==> config.mk <==
export PLATFORM = sky130hd
export DESIGN_NAME = bank_serializer
export DESIGN_NICKNAME = d
export VERILOG_FILES = /design/src/rtl/bank_ser_pkg.sv /design/src/rtl/bank_addr_map.sv /design/src/rtl/bank_conflict_logic.sv /design/src/rtl/bank_issue_ctrl.sv /design/src/rtl/bank_serializer.sv
export SDC_FILE = /design/constraint.sdc
export NUM_CORES = 1
export LEC_CHECK = 0
export ABC_AREA = 1
export BUFFER_PORTS_ARGS = -buffer_cell sky130_fd_sc_hd__buf_2
export CORE_ASPECT_RATIO = 0.9
export CORE_MARGIN = 2
export CORE_UTILIZATION = 47
export DETAILED_ROUTE_END_ITERATION = 8
export PLACE_DENSITY_LB_ADDON = 0.08
export SYNTH_ARGS = -nofsm -noshare
export SYNTH_HDL_FRONTEND = slang
export SYNTH_SLANG_ARGS = --single-unit
==> constraint.sdc <==
create_clock -name clk_i -period 2.3 [get_ports clk_i]
set_input_delay 0.46 -clock clk_i [delete_from_list [all_inputs] [get_ports clk_i]]
set_output_delay 0.46 -clock clk_i [all_outputs]
set_load 0.005 [all_outputs]
==> src/rtl/bank_ser_pkg.sv <==
package bank_ser_pkg;
  typedef enum logic {
    ST_READY = 1'b0,
    ST_BUSY  = 1'b1
  } issue_state_e;
endpackage

==> src/rtl/bank_addr_map.sv <==
module bank_addr_map #(
  parameter int unsigned NUM_LANES  = 4,
  parameter int unsigned NUM_BANKS  = 4,
  parameter int unsigned BANK_DEPTH = 64,
  parameter int unsigned WORD_BYTES = 4,
  localparam int unsigned BYTE_W = $clog2(WORD_BYTES),
  localparam int unsigned BANK_W = $clog2(NUM_BANKS),
  localparam int unsigned OFF_W  = $clog2(BANK_DEPTH),
  localparam int unsigned ADDR_W = BYTE_W + BANK_W + OFF_W
) (
  input  logic [NUM_LANES*ADDR_W-1:0] addr_i,
  output logic [NUM_LANES*BANK_W-1:0] bank_o,
  output logic [NUM_LANES*OFF_W-1:0]  off_o
);
  // cyclic mapping: consecutive words walk across the banks
  for (genvar l = 0; l < NUM_LANES; l++) begin : g_lane
    assign bank_o[l*BANK_W +: BANK_W] = addr_i[l*ADDR_W + BYTE_W +: BANK_W];
    assign off_o[l*OFF_W +: OFF_W]    = addr_i[l*ADDR_W + BYTE_W + BANK_W +: OFF_W];
    if (BYTE_W > 0) begin : g_byte
      logic [BYTE_W-1:0] unused_byte;
      assign unused_byte = addr_i[l*ADDR_W +: BYTE_W];
    end
  end
endmodule

==> src/rtl/bank_conflict_logic.sv <==
module bank_conflict_logic #(
  parameter int unsigned NUM_LANES  = 4,
  parameter int unsigned NUM_BANKS  = 4,
  parameter int unsigned BANK_DEPTH = 64,
  localparam int unsigned BANK_W = $clog2(NUM_BANKS),
  localparam int unsigned OFF_W  = $clog2(BANK_DEPTH)
) (
  input  logic                        clk_i,
  input  logic                        rst_ni,
  input  logic [NUM_LANES-1:0]        pending_i,
  input  logic [NUM_LANES*BANK_W-1:0] bank_i,
  input  logic [NUM_LANES*OFF_W-1:0]  off_i,
  input  logic                        store_i,
  output logic [NUM_LANES-1:0]        served_o,
  output logic [NUM_LANES-1:0]        still_o
);
  logic [BANK_W-1:0]    bank [NUM_LANES];
  logic [OFF_W-1:0]     off  [NUM_LANES];
  logic [NUM_LANES-1:0] clash, bcast;
  logic [BANK_W-1:0]    top_bank;
  logic [OFF_W-1:0]     top_off;

  for (genvar l = 0; l < NUM_LANES; l++) begin : g_unpack
    assign bank[l] = bank_i[l*BANK_W +: BANK_W];
    assign off[l]  = off_i[l*OFF_W +: OFF_W];
  end

  // broadcast word = word of the lowest pending lane
  always_comb begin
    top_bank = '0;
    top_off  = '0;
    for (int l = NUM_LANES - 1; l >= 0; l--) begin
      if (pending_i[l]) begin
        top_bank = bank[l];
        top_off  = off[l];
      end
    end
  end

  for (genvar j = 0; j < NUM_LANES; j++) begin : g_decide
    logic hit;
    always_comb begin
      hit = 1'b0;
      for (int i = 0; i < j; i++) begin
        if (pending_i[i] && (bank[i] == bank[j])) hit = 1'b1;
      end
    end
    assign clash[j] = hit;
    assign bcast[j] = !store_i && (bank[j] == top_bank) && (off[j] == top_off);
  end

  assign served_o = pending_i & (bcast | ~clash);
  assign still_o  = pending_i & ~served_o;

  // any pending work always makes progress
  a_r3_progress: assert property (@(posedge clk_i) disable iff (!rst_ni)
    (|pending_i) |-> (|served_o));

  for (genvar b = 0; b < NUM_BANKS; b++) begin : g_bank_chk
    logic [NUM_LANES-1:0] in_bank;
    always_comb begin
      for (int l = 0; l < NUM_LANES; l++) in_bank[l] = (bank[l] == BANK_W'(b));
    end
    // stores never double up on a bank
    a_r5_store_one_per_bank: assert property (@(posedge clk_i) disable iff (!rst_ni)
      store_i |-> ($countones(served_o & in_bank) <= 1));
  end
endmodule

==> src/rtl/bank_issue_ctrl.sv <==
module bank_issue_ctrl
  import bank_ser_pkg::*;
#(
  parameter int unsigned NUM_LANES = 4,
  parameter int unsigned BANK_W    = 2,
  parameter int unsigned OFF_W     = 6
) (
  input  logic                        clk_i,
  input  logic                        rst_ni,
  input  logic                        start_i,
  input  logic                        store_i,
  input  logic [NUM_LANES-1:0]        mask_i,
  input  logic [NUM_LANES*BANK_W-1:0] bank_i,
  input  logic [NUM_LANES*OFF_W-1:0]  off_i,
  input  logic [NUM_LANES-1:0]        still_i,
  output logic [NUM_LANES-1:0]        pending_o,
  output logic [NUM_LANES*BANK_W-1:0] bank_o,
  output logic [NUM_LANES*OFF_W-1:0]  off_o,
  output logic                        store_o,
  output logic                        ready_o,
  output logic                        last_o
);
  issue_state_e                state_q, state_d;
  logic [NUM_LANES-1:0]        pend_q;
  logic [NUM_LANES*BANK_W-1:0] bank_q;
  logic [NUM_LANES*OFF_W-1:0]  off_q;
  logic                        store_q;
  logic                        capture;

  assign capture = (state_q == ST_READY) && start_i;
  assign state_d = (|still_i) ? ST_BUSY : ST_READY;

  always_comb begin
    if (state_q == ST_READY) begin
      pending_o = start_i ? mask_i : '0;
      bank_o    = bank_i;
      off_o     = off_i;
      store_o   = store_i;
      ready_o   = 1'b1;
      last_o    = !(|still_i) && (|pending_o);
    end else begin
      pending_o = pend_q;
      bank_o    = bank_q;
      off_o     = off_q;
      store_o   = store_q;
      ready_o   = 1'b0;
      last_o    = !(|still_i);
    end
  end

  always_ff @(posedge clk_i or negedge rst_ni) begin
    if (!rst_ni) begin
      state_q <= ST_READY;
      pend_q  <= '0;
      bank_q  <= '0;
      off_q   <= '0;
      store_q <= 1'b0;
    end else begin
      state_q <= state_d;
      pend_q  <= still_i;
      if (capture) begin
        bank_q  <= bank_i;
        off_q   <= off_i;
        store_q <= store_i;
      end
    end
  end

  a_r6_enter_busy: assert property (@(posedge clk_i) disable iff (!rst_ni)
    (ready_o && start_i && (|still_i)) |=> !ready_o);
  a_r6_replay_stable: assert property (@(posedge clk_i) disable iff (!rst_ni)
    (!ready_o && !last_o) |=> ($stable(bank_o) && $stable(off_o) && $stable(store_o)));
  a_r7_pending_shrinks: assert property (@(posedge clk_i) disable iff (!rst_ni)
    !ready_o |-> ((pending_o & ~$past(pending_o)) == '0));
  a_r8_last_frees: assert property (@(posedge clk_i) disable iff (!rst_ni)
    last_o |=> ready_o);
  a_r9_clean_stays_ready: assert property (@(posedge clk_i) disable iff (!rst_ni)
    (ready_o && !(|still_i)) |=> ready_o);
endmodule

==> src/rtl/bank_serializer.sv <==
module bank_serializer #(
  parameter int unsigned NUM_LANES  = 4,
  parameter int unsigned NUM_BANKS  = 4,
  parameter int unsigned BANK_DEPTH = 64,
  parameter int unsigned WORD_BYTES = 4,
  localparam int unsigned BYTE_W = $clog2(WORD_BYTES),
  localparam int unsigned BANK_W = $clog2(NUM_BANKS),
  localparam int unsigned OFF_W  = $clog2(BANK_DEPTH),
  localparam int unsigned ADDR_W = BYTE_W + BANK_W + OFF_W
) (
  input  logic                        clk_i,
  input  logic                        rst_ni,
  input  logic                        start_i,
  input  logic                        store_i,
  input  logic [NUM_LANES-1:0]        lane_mask_i,
  input  logic [NUM_LANES*ADDR_W-1:0] addr_i,
  output logic                        ready_o,
  output logic [NUM_LANES-1:0]        served_o,
  output logic [NUM_LANES*BANK_W-1:0] bank_idx_o,
  output logic [NUM_LANES*OFF_W-1:0]  bank_off_o,
  output logic                        last_o
);
  logic [NUM_LANES*BANK_W-1:0] map_bank;
  logic [NUM_LANES*OFF_W-1:0]  map_off;
  logic [NUM_LANES-1:0]        pending, still;
  logic                        sel_store;

  bank_addr_map #(
    .NUM_LANES(NUM_LANES), .NUM_BANKS(NUM_BANKS),
    .BANK_DEPTH(BANK_DEPTH), .WORD_BYTES(WORD_BYTES)
  ) u_map (
    .addr_i(addr_i), .bank_o(map_bank), .off_o(map_off)
  );

  bank_issue_ctrl #(
    .NUM_LANES(NUM_LANES), .BANK_W(BANK_W), .OFF_W(OFF_W)
  ) u_ctrl (
    .clk_i(clk_i), .rst_ni(rst_ni), .start_i(start_i), .store_i(store_i),
    .mask_i(lane_mask_i), .bank_i(map_bank), .off_i(map_off), .still_i(still),
    .pending_o(pending), .bank_o(bank_idx_o), .off_o(bank_off_o),
    .store_o(sel_store), .ready_o(ready_o), .last_o(last_o)
  );

  bank_conflict_logic #(
    .NUM_LANES(NUM_LANES), .NUM_BANKS(NUM_BANKS), .BANK_DEPTH(BANK_DEPTH)
  ) u_conf (
    .clk_i(clk_i), .rst_ni(rst_ni), .pending_i(pending), .bank_i(bank_idx_o),
    .off_i(bank_off_o), .store_i(sel_store), .served_o(served_o), .still_o(still)
  );
endmodule

==> summary.md <==
| Metric | Value |
|---|---|
| Status | `finished, violations left` |
| Failing checks | `setup timing` |
| Yosys top cell area share | `0.319` |
| Leakage power | `2.30 nW` |
| Post-Syn Area | `2900 um^2` |
| Endpoints failing setup | `4` |
| CP required | `1.84 ns` |
| Skew final | `0.0117 ns` |
| Largest net degree at the start of global routing | `26` |
| CTS Sinks | `37` |
| Slowest cell delay on critical path | `0.50 ns` |
| Setup tns final | `-2.21 ns` |
| Achievable Freq | `343 MHz` |
| Post-Place Cells | `644` |
| RSZ-0062 raised after global routing | `yes` |
| Max Cap Viol | `0` |
| Setup ws final | `-0.618 ns` |
| Reg clk slew, reported paths | `0.09 ns` |
| 1st-iter DRT viols | `190` |
| Yosys reg bits | `37` |
| Crit path depth | `13` |
| Synth cell types | `34` |
| Hold buffers post-CTS | `0` |
| TritonCTS clock tree | `built` |
| Reg area | `927 um^2` |
| Worst setup EP type | `output pin` |
| WP buf/inv | `5` |
| Syn. warnings | `0` |
| Die area | `6820 um^2` |
| Drt total wl | `8.79 mm` |
| Port-buffer cells | `77` |
| Share of layout cells above drive strength 1 | `0.410` |
| Cells after Synth | `440` |
| Worst path cell trace | `buf_6, buf_6, nand2_2, o21ai_4, buf_4, buf_4, or2_2, o2111ai_1, nand3_1, nand3_2, nand3_2, nor2_2, buf_2` |
| First-pass GRT wire length | `14.0 mm` |
| Pre-antenna DRT Iters | `4` |
| IO Count | `86` |
| Die Y | `78.6 um` |
| Top delay family on crit path | `simple AND/OR/NAND/NOR gates` |
| Final Hold Fails | `0` |
| Crit path kind | `reg2out` |
| Startpoint class of the critical path | `register` |
| Routability congestion estimate | `0.937` |
| CTS root buf | `clkbuf_8` |
| Slew Viols, Final | `0` |
| Area taken by multi-input logic gates | `1760 um^2` |
| Vias | `3272` |
| Clk_lat worst skew | `0.30 ns` |
| Crit path time final | `2.92 ns` |
| Nets@finish | `637` |
| CP max-delay cell | `dfrtp_2` |
| PwrDens | `873 nW/um^2` |
| Antenna violations before repair | `0` |
| Core ar. | `6050 um^2` |
| Total nets after synthesis | `488` |
| Wire per inst | `13.3 um` |
| Drt drc | `0` |
| Rows | `27` |
| Crit Path Max Fanout | `8` |
| Via/cell ratio | `4.94` |
| Clock tree buffer depth | `2` |
| ANT cells | `0` |
| Area leader, netlist | `dfrtp_1` |
| GRT Util Overall | `0.259` |
| Critical path arrival | `2.46 ns` |
| Slew headroom | `0.608` |
| Final Cycle Share | `1.27` |
| Vias in the first global route | `2992` |
| Hold_ws | `0.158 ns` |
| Fin cells | `662` |
| Register area share after synthesis | `0.319` |
| Reg2reg path depth | `11` |
| GRT overflow | `0` |
| Peak supply drop | `0.000455 V` |
| Initial core utilization | `0.480` |
| ANT nets after route | `0` |
| Horiz. Die Dim | `86.9 um` |
| Filler cell count | `546` |
| Detailed placement HPWL | `6.67 mm` |
| Clock H-tree levels | `2` |
| Num CTS Buffers | `5` |
| Top cells by area, synth | `dfrtp_1, nand2_1, inv_1` |
| P&R area growth vs syn | `44.4%` |
| Syn avg cell area | `6.60 um^2` |
| Worst-margin pin slew | `0.588 ns` |
| Hold Path Class | `in2async` |
-- flip-flops by register name, summed over array words and instances, names as in the netlist --
register and cells:
u_ctrl.pend_q 3, u_ctrl.store_q 1, u_ctrl.off_q 24, u_ctrl.state_q 1
u_ctrl.bank_q 8
-- path summary, 6_finish.rpt --
path | startpoint | endpoint | slack [ns]
setup / recovery | u_ctrl.state_q | last_o | -0.62
hold / removal | rst_ni | u_ctrl.off_q[18] | 0.16
setup reg to reg | u_ctrl.state_q | u_ctrl.pend_q[2] | 0.08
hold reg to reg | u_ctrl.off_q[11] | u_ctrl.off_q[11] | 0.49
max in group asynchronous | rst_ni | u_ctrl.off_q[10] | 1.58
min in group clk_i | addr_i[2] | u_ctrl.bank_q[0] | 0.41
-- cell usage after synthesis --
library cell,instances
nand2_2,15
nand2_1,147
nand3b_1,4
a21oi_1,22
nor2_4,1
o21ai_4,4
o21ai_0,32
nor2_1,20
a211oi_1,2
dfrtp_1,37
buf_6,5
nand4_1,1
o21a_1,8
inv_2,3
xor2_1,5
o22ai_1,2
nor2_2,1
a2111oi_0,1
nand3_1,26
buf_2,1
buf_1,1
o21ai_2,5
inv_1,62
o21ai_1,9
o2111ai_1,1
nand3_2,1
buf_4,5
xnor2_1,2
or2_0,1
clkbuf_1,5
or2_1,1
or2_2,3
o32ai_1,1
mux2_2,6
-- through the flow --
stage | total power [mW] | worst slack (ns) | utilization | instance area (um^2)
floorplan | 2.03 | 0.00694 | - | 2900
global placement | 2.82 | -0.413 | 0.633 | 3820
detailed placement | 2.86 | -0.435 | 0.633 | 3820
CTS | 3.53 | -0.593 | 0.670 | 4050
global route | 3.95 | -0.785 | 0.694 | 4190
finish | 3.66 | -0.618 | 0.694 | 4190
-- cells by family after synthesis --
family,Yosys count,share of synthesized area
compound gates,87,0.185
xor+xnor,7,0.0211
buf+inv,82,0.126
flops,37,0.319
mux,6,0.0233
simple gates,221,0.326
-- power breakdown --
part	switching [mW]	total (mW)	internal [mW]
clock	0.263	0.589	0.326
combinational	1.18	2.18	1.01
sequential	0.0899	0.890	0.801
-- per-layer routing --
layer	global-route usage	wire, um
met4	0.0563	43
met3	0.0536	411
met5	0	0
met1	0.360	4290
met2	0.413	4040
-- what timing repair did --
item / in CTS / in global routing
setup endpoints to repair: 4 / 7
buffers inserted: 7 / 3
resized for setup: 21 / 32
cloned: 0 / 0
pin swaps: 10 / 9
-- area by class of cell --
| type | instances | share of cell area |
|---|---|---|
| clock buffers | 6 | 0.0173 |
| clock inverters | 2 | 0.00925 |
| inverters | 65 | 0.0588 |
| multi-input cells | 321 | 0.420 |
| flip-flops and latches | 37 | 0.221 |
| well taps | 72 | 0.0215 |
| repair buffers | 159 | 0.252 |
-- cells in the final DEF, fill, tap and decap left out, types with 2 or more instances in the layout --
master	count
o21ai_4	6
xor2_1	5
o21ai_1	9
buf_2	77
o21a_1	6
nand3_1	21
nand3b_1	4
nor2_1	15
a21oi_2	7
buf_4	74
o21ai_0	30
xnor2_1	2
a21oi_1	15
a211oi_1	2
inv_2	5
inv_1	59
dfrtp_1	36
mux2_2	6
nand2_2	21
nand2_4	3
buf_6	5
clkbuf_8	5
or2_2	3
nand2_1	138
o21ai_2	5
buf_12	3
o22ai_1	2
nand3_2	6
nor2_2	6
(Power assumes the default switching activity.)
